**src/rtl/bcs_pkg.sv**
```systemverilog
`timescale 1ns/1ps
package bcs_pkg;
  localparam int MODE_W  = 7;
  localparam int MAX_LOG = 4;
  localparam int LOG_W   = 3;

  typedef enum logic {ORD_SEQ = 1'b0, ORD_INTL = 1'b1} order_e;

  typedef struct packed {
    logic [2:0] cl_code;
    order_e     order;
    logic [2:0] bl_code;
  } mode_t;

  function automatic logic [LOG_W-1:0] len_log(input logic [2:0] code);
    case (code)
      3'b001:  return 3'd1;
      3'b010:  return 3'd2;
      3'b011:  return 3'd3;
      3'b100:  return 3'd4;
      default: return 3'd0;
    endcase
  endfunction

  function automatic logic [1:0] lat_cycles(input logic [2:0] code);
    case (code)
      3'b010:  return 2'd2;
      3'b011:  return 2'd3;
      default: return 2'd0;
    endcase
  endfunction
endpackage

```
**src/rtl/bcs_mode_reg.sv**
```systemverilog
`timescale 1ns/1ps
module bcs_mode_reg
  import bcs_pkg::*;
#(
  parameter int MR_W = 11,
  parameter int BA_W = 2
) (
  input  logic            clk,
  input  logic            rst,
  input  logic            mrs_en,
  input  logic [MR_W-1:0] mrs_addr,
  input  logic [BA_W-1:0] mrs_bank,
  input  logic            banks_idle,
  input  logic            dpd,
  output mode_t           mode,
  output logic            load_err
);
  localparam int RSV_W = MR_W - MODE_W;

  logic              sel;
  logic [RSV_W-1:0]  rsv_bits;

  assign sel      = mrs_en && (mrs_bank == '0);
  assign rsv_bits = mrs_addr[MR_W-1:MODE_W];

  always_ff @(posedge clk) begin
    if (rst || dpd) begin
      mode     <= '0;
      load_err <= 1'b0;
    end else begin
      load_err <= 1'b0;
      if (sel) begin
        if (!banks_idle || (rsv_bits != '0)) begin
          load_err <= 1'b1;
        end else begin
          mode <= mode_t'(mrs_addr[MODE_W-1:0]);
        end
      end
    end
  end
endmodule

```
**src/rtl/bcs_beat_gen.sv**
```systemverilog
`timescale 1ns/1ps
module bcs_beat_gen
  import bcs_pkg::*;
#(
  parameter int COL_W = 8
) (
  input  logic             clk,
  input  logic             rst,
  input  logic             dpd,
  input  logic             cmd_en,
  input  logic [COL_W-1:0] cmd_col,
  input  logic [2:0]       bl_code,
  input  order_e           order,
  output logic [COL_W-1:0] col_out,
  output logic             col_valid,
  output logic             col_last,
  output logic             bl_err
);
  localparam int CNT_W = MAX_LOG + 1;

  logic [LOG_W-1:0] blog;
  logic             legal;
  logic [COL_W-1:0] new_mask;

  logic             active;
  order_e           ord_q;
  logic [COL_W-1:0] base_q, start_q, mask_q;
  logic [CNT_W-1:0] cnt_q;
  logic [COL_W-1:0] cnt_col, low_next;

  assign blog     = len_log(bl_code);
  assign legal    = (blog != '0);
  assign new_mask = (COL_W'(1) << blog) - COL_W'(1);
  assign cnt_col  = COL_W'(cnt_q);

  always_comb begin
    if (ord_q == ORD_INTL) low_next = (start_q ^ cnt_col) & mask_q;
    else                   low_next = (start_q + cnt_col) & mask_q;
  end

  always_ff @(posedge clk) begin
    if (rst || dpd) begin
      active    <= 1'b0;
      ord_q     <= ORD_SEQ;
      base_q    <= '0;
      start_q   <= '0;
      mask_q    <= '0;
      cnt_q     <= '0;
      col_out   <= '0;
      col_valid <= 1'b0;
      col_last  <= 1'b0;
      bl_err    <= 1'b0;
    end else begin
      bl_err <= 1'b0;
      if (cmd_en) begin
        if (legal) begin
          active    <= 1'b1;
          ord_q     <= order;
          base_q    <= cmd_col & ~new_mask;
          start_q   <= cmd_col & new_mask;
          mask_q    <= new_mask;
          cnt_q     <= CNT_W'(1);
          col_out   <= cmd_col;
          col_valid <= 1'b1;
          col_last  <= 1'b0;
        end else begin
          active    <= 1'b0;
          bl_err    <= 1'b1;
          col_valid <= 1'b0;
          col_last  <= 1'b0;
        end
      end else if (active) begin
        col_out   <= base_q | low_next;
        col_valid <= 1'b1;
        col_last  <= (cnt_col == mask_q);
        cnt_q     <= cnt_q + CNT_W'(1);
        if (cnt_col == mask_q) active <= 1'b0;
      end else begin
        col_valid <= 1'b0;
        col_last  <= 1'b0;
      end
    end
  end
endmodule

```
**src/rtl/burst_col_seq.sv**
```systemverilog
`timescale 1ns/1ps
module burst_col_seq
  import bcs_pkg::*;
#(
  parameter int COL_W = 8,
  parameter int MR_W  = 11,
  parameter int BA_W  = 2
) (
  input  logic             clk,
  input  logic             rst,
  input  logic             mrs_en,
  input  logic [MR_W-1:0]  mrs_addr,
  input  logic [BA_W-1:0]  mrs_bank,
  input  logic             banks_idle,
  input  logic             dpd,
  input  logic             cmd_en,
  input  logic [COL_W-1:0] cmd_col,
  output logic [COL_W-1:0] col_out,
  output logic             col_valid,
  output logic             col_last,
  output logic [1:0]       cas_lat,
  output logic             mrs_err,
  output logic             bl_err
);
  mode_t mode;

  bcs_mode_reg #(.MR_W(MR_W), .BA_W(BA_W)) u_mode (
    .clk(clk), .rst(rst), .mrs_en(mrs_en), .mrs_addr(mrs_addr),
    .mrs_bank(mrs_bank), .banks_idle(banks_idle), .dpd(dpd),
    .mode(mode), .load_err(mrs_err)
  );

  bcs_beat_gen #(.COL_W(COL_W)) u_beat (
    .clk(clk), .rst(rst), .dpd(dpd), .cmd_en(cmd_en), .cmd_col(cmd_col),
    .bl_code(mode.bl_code), .order(mode.order),
    .col_out(col_out), .col_valid(col_valid), .col_last(col_last),
    .bl_err(bl_err)
  );

  assign cas_lat = lat_cycles(mode.cl_code);
endmodule

```
**config.mk**
```make
export PLATFORM = sky130hd
export DESIGN_NAME = burst_col_seq
export DESIGN_NICKNAME = d
export VERILOG_FILES = /design/src/rtl/bcs_pkg.sv /design/src/rtl/bcs_mode_reg.sv /design/src/rtl/bcs_beat_gen.sv /design/src/rtl/burst_col_seq.sv
export SDC_FILE = /design/constraint.sdc
export NUM_CORES = 1
export LEC_CHECK = 0
export ABC_CLOCK_PERIOD_IN_PS = 3920
export BUFFER_PORTS_ARGS = -buffer_cell sky130_fd_sc_hd__buf_2
export CORE_MARGIN = 2
export CORE_UTILIZATION = 55
export CTS_CLUSTER_SIZE = 10
export DETAILED_ROUTE_END_ITERATION = 10
export PLACE_DENSITY = 0.75
export SYNTH_ARGS = -nofsm -noshare
export SYNTH_HDL_FRONTEND = slang
export SYNTH_SLANG_ARGS = --single-unit
```
**constraint.sdc**
```tcl
create_clock -name clk -period 3.92 [get_ports clk]
set_clock_uncertainty 0.2 [all_clocks]
set_input_delay 0.196 -clock clk [delete_from_list [all_inputs] [get_ports clk]]
set_output_delay 0.196 -clock clk [all_outputs]
set_load 0.02 [all_outputs]
```
Word level (Yosys, flattened, before mapping)
Cells that the tools add are included.
- memories kept: 0
- bits in latches: 0
- output and inout port bits: 14
- bits in registers: 50
- bits in writable memories: 0
- logic and storage cells: 68
- bits in read-only memories: 0
- multiplexer cells: 17
- eq/ne operators: 8
- $add $sub $neg: 3
- multipliers: 0
- divide/modulo/power cells: 0
- reduce and logical (&&, ||, !) cells: 14
- bitwise operators: 11
- shift-type cells: 1
- order comparisons: 0
- operators by type and width (cell ; number):
    AND 8 bit ; 4
    2-to-1 mux 8 bit ; 4
    2-to-1 mux 5 bit ; 3
    == test 3 x 2 -> 1 bit, second input constant ; 4
    case mux 3 bit (4 select lines) ; 1
    adder 8 x 5 -> 8 bit ; 1
    == test 5 x 8 -> 1 bit ; 1
    2-to-1 mux 1 bit ; 8
    NOT 8 bit ; 1
    bitwise OR 8 bit ; 1
    left shift 1 x 3 -> 8 bit, first input constant ; 1
    subtractor 8 x 2 -> 8 bit, second input constant ; 1
    bitwise XOR 8 x 5 -> 8 bit ; 1
    AND reduction 2 bit ; 3
    adder 5 x 1 -> 5 bit, second input constant ; 1
    NOT 1 bit ; 4
    case mux 2 bit (2 select lines) ; 1
    nonzero test 4 bit ; 1
    OR reduction 2 bit ; 2
    == test 3 x 1 -> 1 bit, second input constant ; 1
    == test 3 bit, second input constant ; 1
    nonzero test 3 bit ; 1
    OR reduction 3 bit ; 1
    zero test 2 bit ; 1
    5 further kinds ; 6

Longest topological paths before layout
- word-level depth: 6
- mapped depth: 8

Cells and area by module
A second synthesis with hierarchy kept.
- cells, all modules: 289
- area, all modules: 2448.6 um^2
- modules (own cells, without submodules) (module ; area an instance (um^2) ; instances ; cells each ; sequential area each (um^2)):
    bcs_beat_gen ; 2094.5 ; 1 ; 251 ; 840.8
    bcs_mode_reg ; 339.1 ; 1 ; 36 ; 160.2
    burst_col_seq ; 15.0 ; 1 ; 2 ; 0.0

Worst setup path after synthesis
Ideal clock, no wire load.
- path type: register to register
- start point: register u_beat.cnt_q[1]
- end point: register u_beat.col_out[7]
- library setup time: 117 ps
- setup slack: 1870 ps
- required time: 3603 ps
- arrival time: 1733 ps
- cell stages (with the launch flop): 7
- cells stage by stage: dfxtp_1 > ha_1 > a211oi_1 > o31ai_1 > a2111oi_0 > o21ai_0 > a32o_1
- cells in the longest elaborated chain, start to end: 6
- ends and longest elaborated chain (element ; line ; text):
    start: declaration ; bcs_beat_gen.sv:28 ; logic [CNT_W-1:0] cnt_q;
    start signal: assignment ; bcs_beat_gen.sv:76 ; cnt_q <= cnt_q + CNT_W'(1);
    adder 8 x 5 -> 8 bit ; bcs_beat_gen.sv:38 ; else low_next = (start_q + cnt_col) & mask_q;
    AND 8 bit ; bcs_beat_gen.sv:38 ;
    2-to-1 mux 8 bit ; bcs_beat_gen.sv:37 ; if (ord_q == ORD_INTL) low_next = (start_q ^ cnt_col) & mask_q;
    bitwise OR 8 bit ; bcs_beat_gen.sv:73 ; col_out <= base_q | low_next;
    2-to-1 mux 8 bit ; bcs_beat_gen.sv:72 ; end else if (active) begin
    2-to-1 mux 8 bit ; bcs_beat_gen.sv:55 ; if (cmd_en) begin
    end signal: assignment ; bcs_beat_gen.sv:63 ; col_out <= cmd_col;
    end signal: assignment ; bcs_beat_gen.sv:73 ;
    end: declaration ; bcs_beat_gen.sv:14 ; output logic [COL_W-1:0] col_out,
Every way passes these cells. The select of a mux whose other input is x is not followed.
A chain may end at the register's enable or synchronous reset.

Worst setup path in the final report
- start point: register, netlist name u_mode.mode[0]
- end point: register u_beat.cnt_q[2]
- cells in the longest elaborated chain, start to end: 5
- ends and longest elaborated chain (element ; line ; text):
    == test 3 bit, or another cell as far along ; bcs_pkg.sv:16 ; case (code)
    case mux 3 bit (4 select lines) * ; bcs_pkg.sv:16 ;
    nonzero test 3 bit * ; bcs_beat_gen.sv:32 ; assign legal = (blog != '0);
    != test 2 x 1 -> 1 bit (no line) * ; - ;
    AND reduction 2 bit (no line) * ; - ;
Mark *: on every way between the ends. The rest lies on a longest branch, timed or not.

==> flow_metrics.tcl <==
set metrics [dict create \
    grt_pass1_wl_um 9410 \
    synthAdderAreaFrac 0.0461 \
    drive_above_1_share 0.172 \
    path_max_fanout 19 \
    use_met1 0.294 \
    via_per_inst 5.72 \
    syn_area_per_cell_um2 8.62 \
    busiest_layer "met2" \
    die_w_um 69.2 \
    syn_to_final_growth_pct 18.1 \
    rows 23 \
    cts_setup_buffers 0 \
    powerDensity_nw_per_um2 305 \
    synthSimpleGateAreaFrac 0.228 \
    antenna_found_initial 0 \
    routed_wl_um 5500 \
    synth-edff-count 0 \
    cts.clk_slew.worst_paths_ns 0.09 \
    placedCellCount 348 \
    status "finished clean" \
    required_ns 3.89 \
    dp_hpwl_um 3780 \
    hold_ws_ns 0.00715 \
    gr-usage-met3 0.0552 \
    core_area_um2 4060 \
    instances_no_fill 370 \
    synth_xor_area_frac 0.0337 \
    ant_nets 0 \
    synth_mux_area_frac 0.0348 \
    holdBufCountCts 15 \
    drv_cap 0 \
    cp-start-kind "flip-flop" \
    cts-root-buf "clkbuf_8" \
    grt_overflow_total 0 \
    synth_cell_type_count 51 \
    finalSetupTns_ns 0 \
    rrSetupSlack_ns 1.51 \
    nets 355 \
    hold_path.class "in -> reg" \
    clock_tree.buffer_depth 2 \
    synth_top_family_by_area "simple AND/OR/NAND/NOR gates" \
    yosysSeqAreaShare 0.428 \
    synth_seq_cells 50 \
    clkSinkCount 50 \
    synth_area_um2 2340 \
    io_buffers 40 \
    ys_warn_count 0 \
    drt_first_iter_violations 162 \
    die_h_um 69.2 \
    antenna_cells 0 \
    grt_usage 0.240 \
    synth_compound_area_frac 0.191 \
    worstPathArrival_ns 2.37 \
    relSlewSlack 0.374 \
    dr.pass1.iters 4 \
    cts-buffers-inserted 5 \
    cts_resized 0 \
    setup_viol_count_final 0 \
    ir_worst_vdd_uv 223 \
    rsz0062_at_grt "false" \
    worst_pin_slew_ns 0.935 \
    period_minus_slack_ns 2.41 \
    tritoncts "yes" \
    ys_async_sr_fraction 0 \
    initial_utilization 0.576 \
    slew_violations 0 \
    htree_levels 2 \
    post_drt_wl_per_cell_um 14.9 \
    drc 0 \
    die-area_um2 4780 \
    end_kind "flip-flop" \
    grt_max_degree 37 \
    ioPinCount 41 \
    grt_pass1_vias 2133 \
    synth_ff_type "dfxtp_1" \
    vias 2116 \
    critPathKind "reg -> reg" \
    hold_viol 0 \
    syn_nets 306 \
    clock_latency_ns 0.31 \
    fmax_mhz 416 \
    fin_crit_sh 0.614 \
    cellLeakagePower_nw 1.12 \
    place_congestion 0.833 \
    use_met2 0.415 \
    synthCells 271 \
]
[worst max-delay path, cell delays in order (launching register included)]
cell and delay (ns):
dfxtp_1 0.40, o21ai_0 0.43, and3_1 0.81, nor2_8 0.11, o21ai_0 0.22, a21oi_1 0.09
[state kept, by name (all words and copies together), names as in the netlist, 5 cells and up]
register / count
u_beat.mask_q: 8
u_beat.cnt_q: 5
u_beat.start_q: 8
u_beat.col_out: 8
u_mode.mode: 7
u_beat.base_q: 8
[final cells by class]
| type | count | area, um^2 |
|---|---|---|
| Clock buffer | 7 | 76.3 |
| Inverter | 4 | 15.0 |
| Tap cell | 50 | 62.6 |
| Multi-Input combinational cell | 203 | 1240 |
| Sequential cell | 50 | 1000 |
| Fill cell | 357 | 1300 |
| Timing Repair Buffer | 56 | 358 |
[per-layer routing]
layer,vias up,part of all wire
li1,1056,-
met1,1004,0.45
met2,49,0.49
met3,7,0.048
met4,0,0.011
met5,-,0
[cell usage after synthesis (2+ instances only)]
master	n	area, um^2
xor2_1	6	52.6
a31oi_1	3	18.8
buf_6	2	22.5
and3_1	8	50.1
a21oi_1	24	120
inv_1	3	11.3
nor2b_1	4	25.0
clkbuf_1	6	22.5
nor3b_1	2	15.0
o21a_1	2	15.0
a211oi_1	5	37.5
buf_2	2	10.0
a211oi_2	3	37.5
ha_1	7	87.6
nand2b_1	4	25.0
nor4_1	3	18.8
nor2_1	29	109
dfxtp_1	50	1000
xnor2_1	3	26.3
and2_1	2	12.5
a22oi_1	3	22.5
nand2_1	37	139
nand3_1	8	40.0
mux2i_1	7	70.1
buf_1	2	7.51
o211ai_1	3	22.5
nand3b_1	3	22.5
o21ai_0	13	65.1
nor3_1	5	25.0
[cells by family after synthesis]
group,after synthesis
AND/OR/NAND/NOR,110
adder cells (fa/ha/maj),8
AO/OA/AOI/OAI,68
multiplexers,8
flip-flops,50
buffers and inverters,18
XOR/XNOR,9
[per-stage QoR]
| stage | area (um^2) | setup slack [ns] | total power [mW] | utilization |
|---|---|---|---|---|
| after floorplan | 2340 | 1.87 | 0.536 | - |
| after global placement | 2530 | 1.69 | 0.555 | 0.624 |
| after detailed placement | 2530 | 1.54 | 0.556 | 0.624 |
| after CTS | 2760 | 1.53 | 0.845 | 0.680 |
| after global routing | 2760 | 1.33 | 0.869 | 0.680 |
| final | 2760 | 1.51 | 0.842 | 0.680 |
[cells in the final DEF, fill, tap and decap left out, types with 6 or more instances in the layout]
cell type,synthesis,layout
a21oi_1,24,24
xor2_1,6,6
nand2_1,37,37
nand3_1,8,8
dlygate4sd3_1,0,15
dfxtp_1,50,50
o21ai_0,13,13
and3_1,8,8
nor2_1,29,29
buf_2,2,40
mux2i_1,7,7
ha_1,7,7
[worst paths after layout]
check,startpoint,to,cells past startpoint
max,u_mode.mode[0]$_SDFFE_PP0P_,u_beat.cnt_q[2]$_SDFFE_PP0P_,5
min,banks_idle,u_mode.load_err$_SDFF_PP0_,3
max reg2reg,u_mode.mode[0]$_SDFFE_PP0P_,u_beat.cnt_q[2]$_SDFFE_PP0P_,5
min reg2reg,u_beat.col_out[5]$_SDFFE_PP0P_,u_beat.col_out[5]$_SDFFE_PP0P_,2
[power by group]
group	leakage, nW	total [mW]	internal (mW)	switching [mW]
Sequential	0.403	0.508	0.508	0.000239
Combinational	0.684	0.0470	0.0231	0.0239
Clock	0.0383	0.287	0.123	0.164
Power figures use the tool's default switching activity.
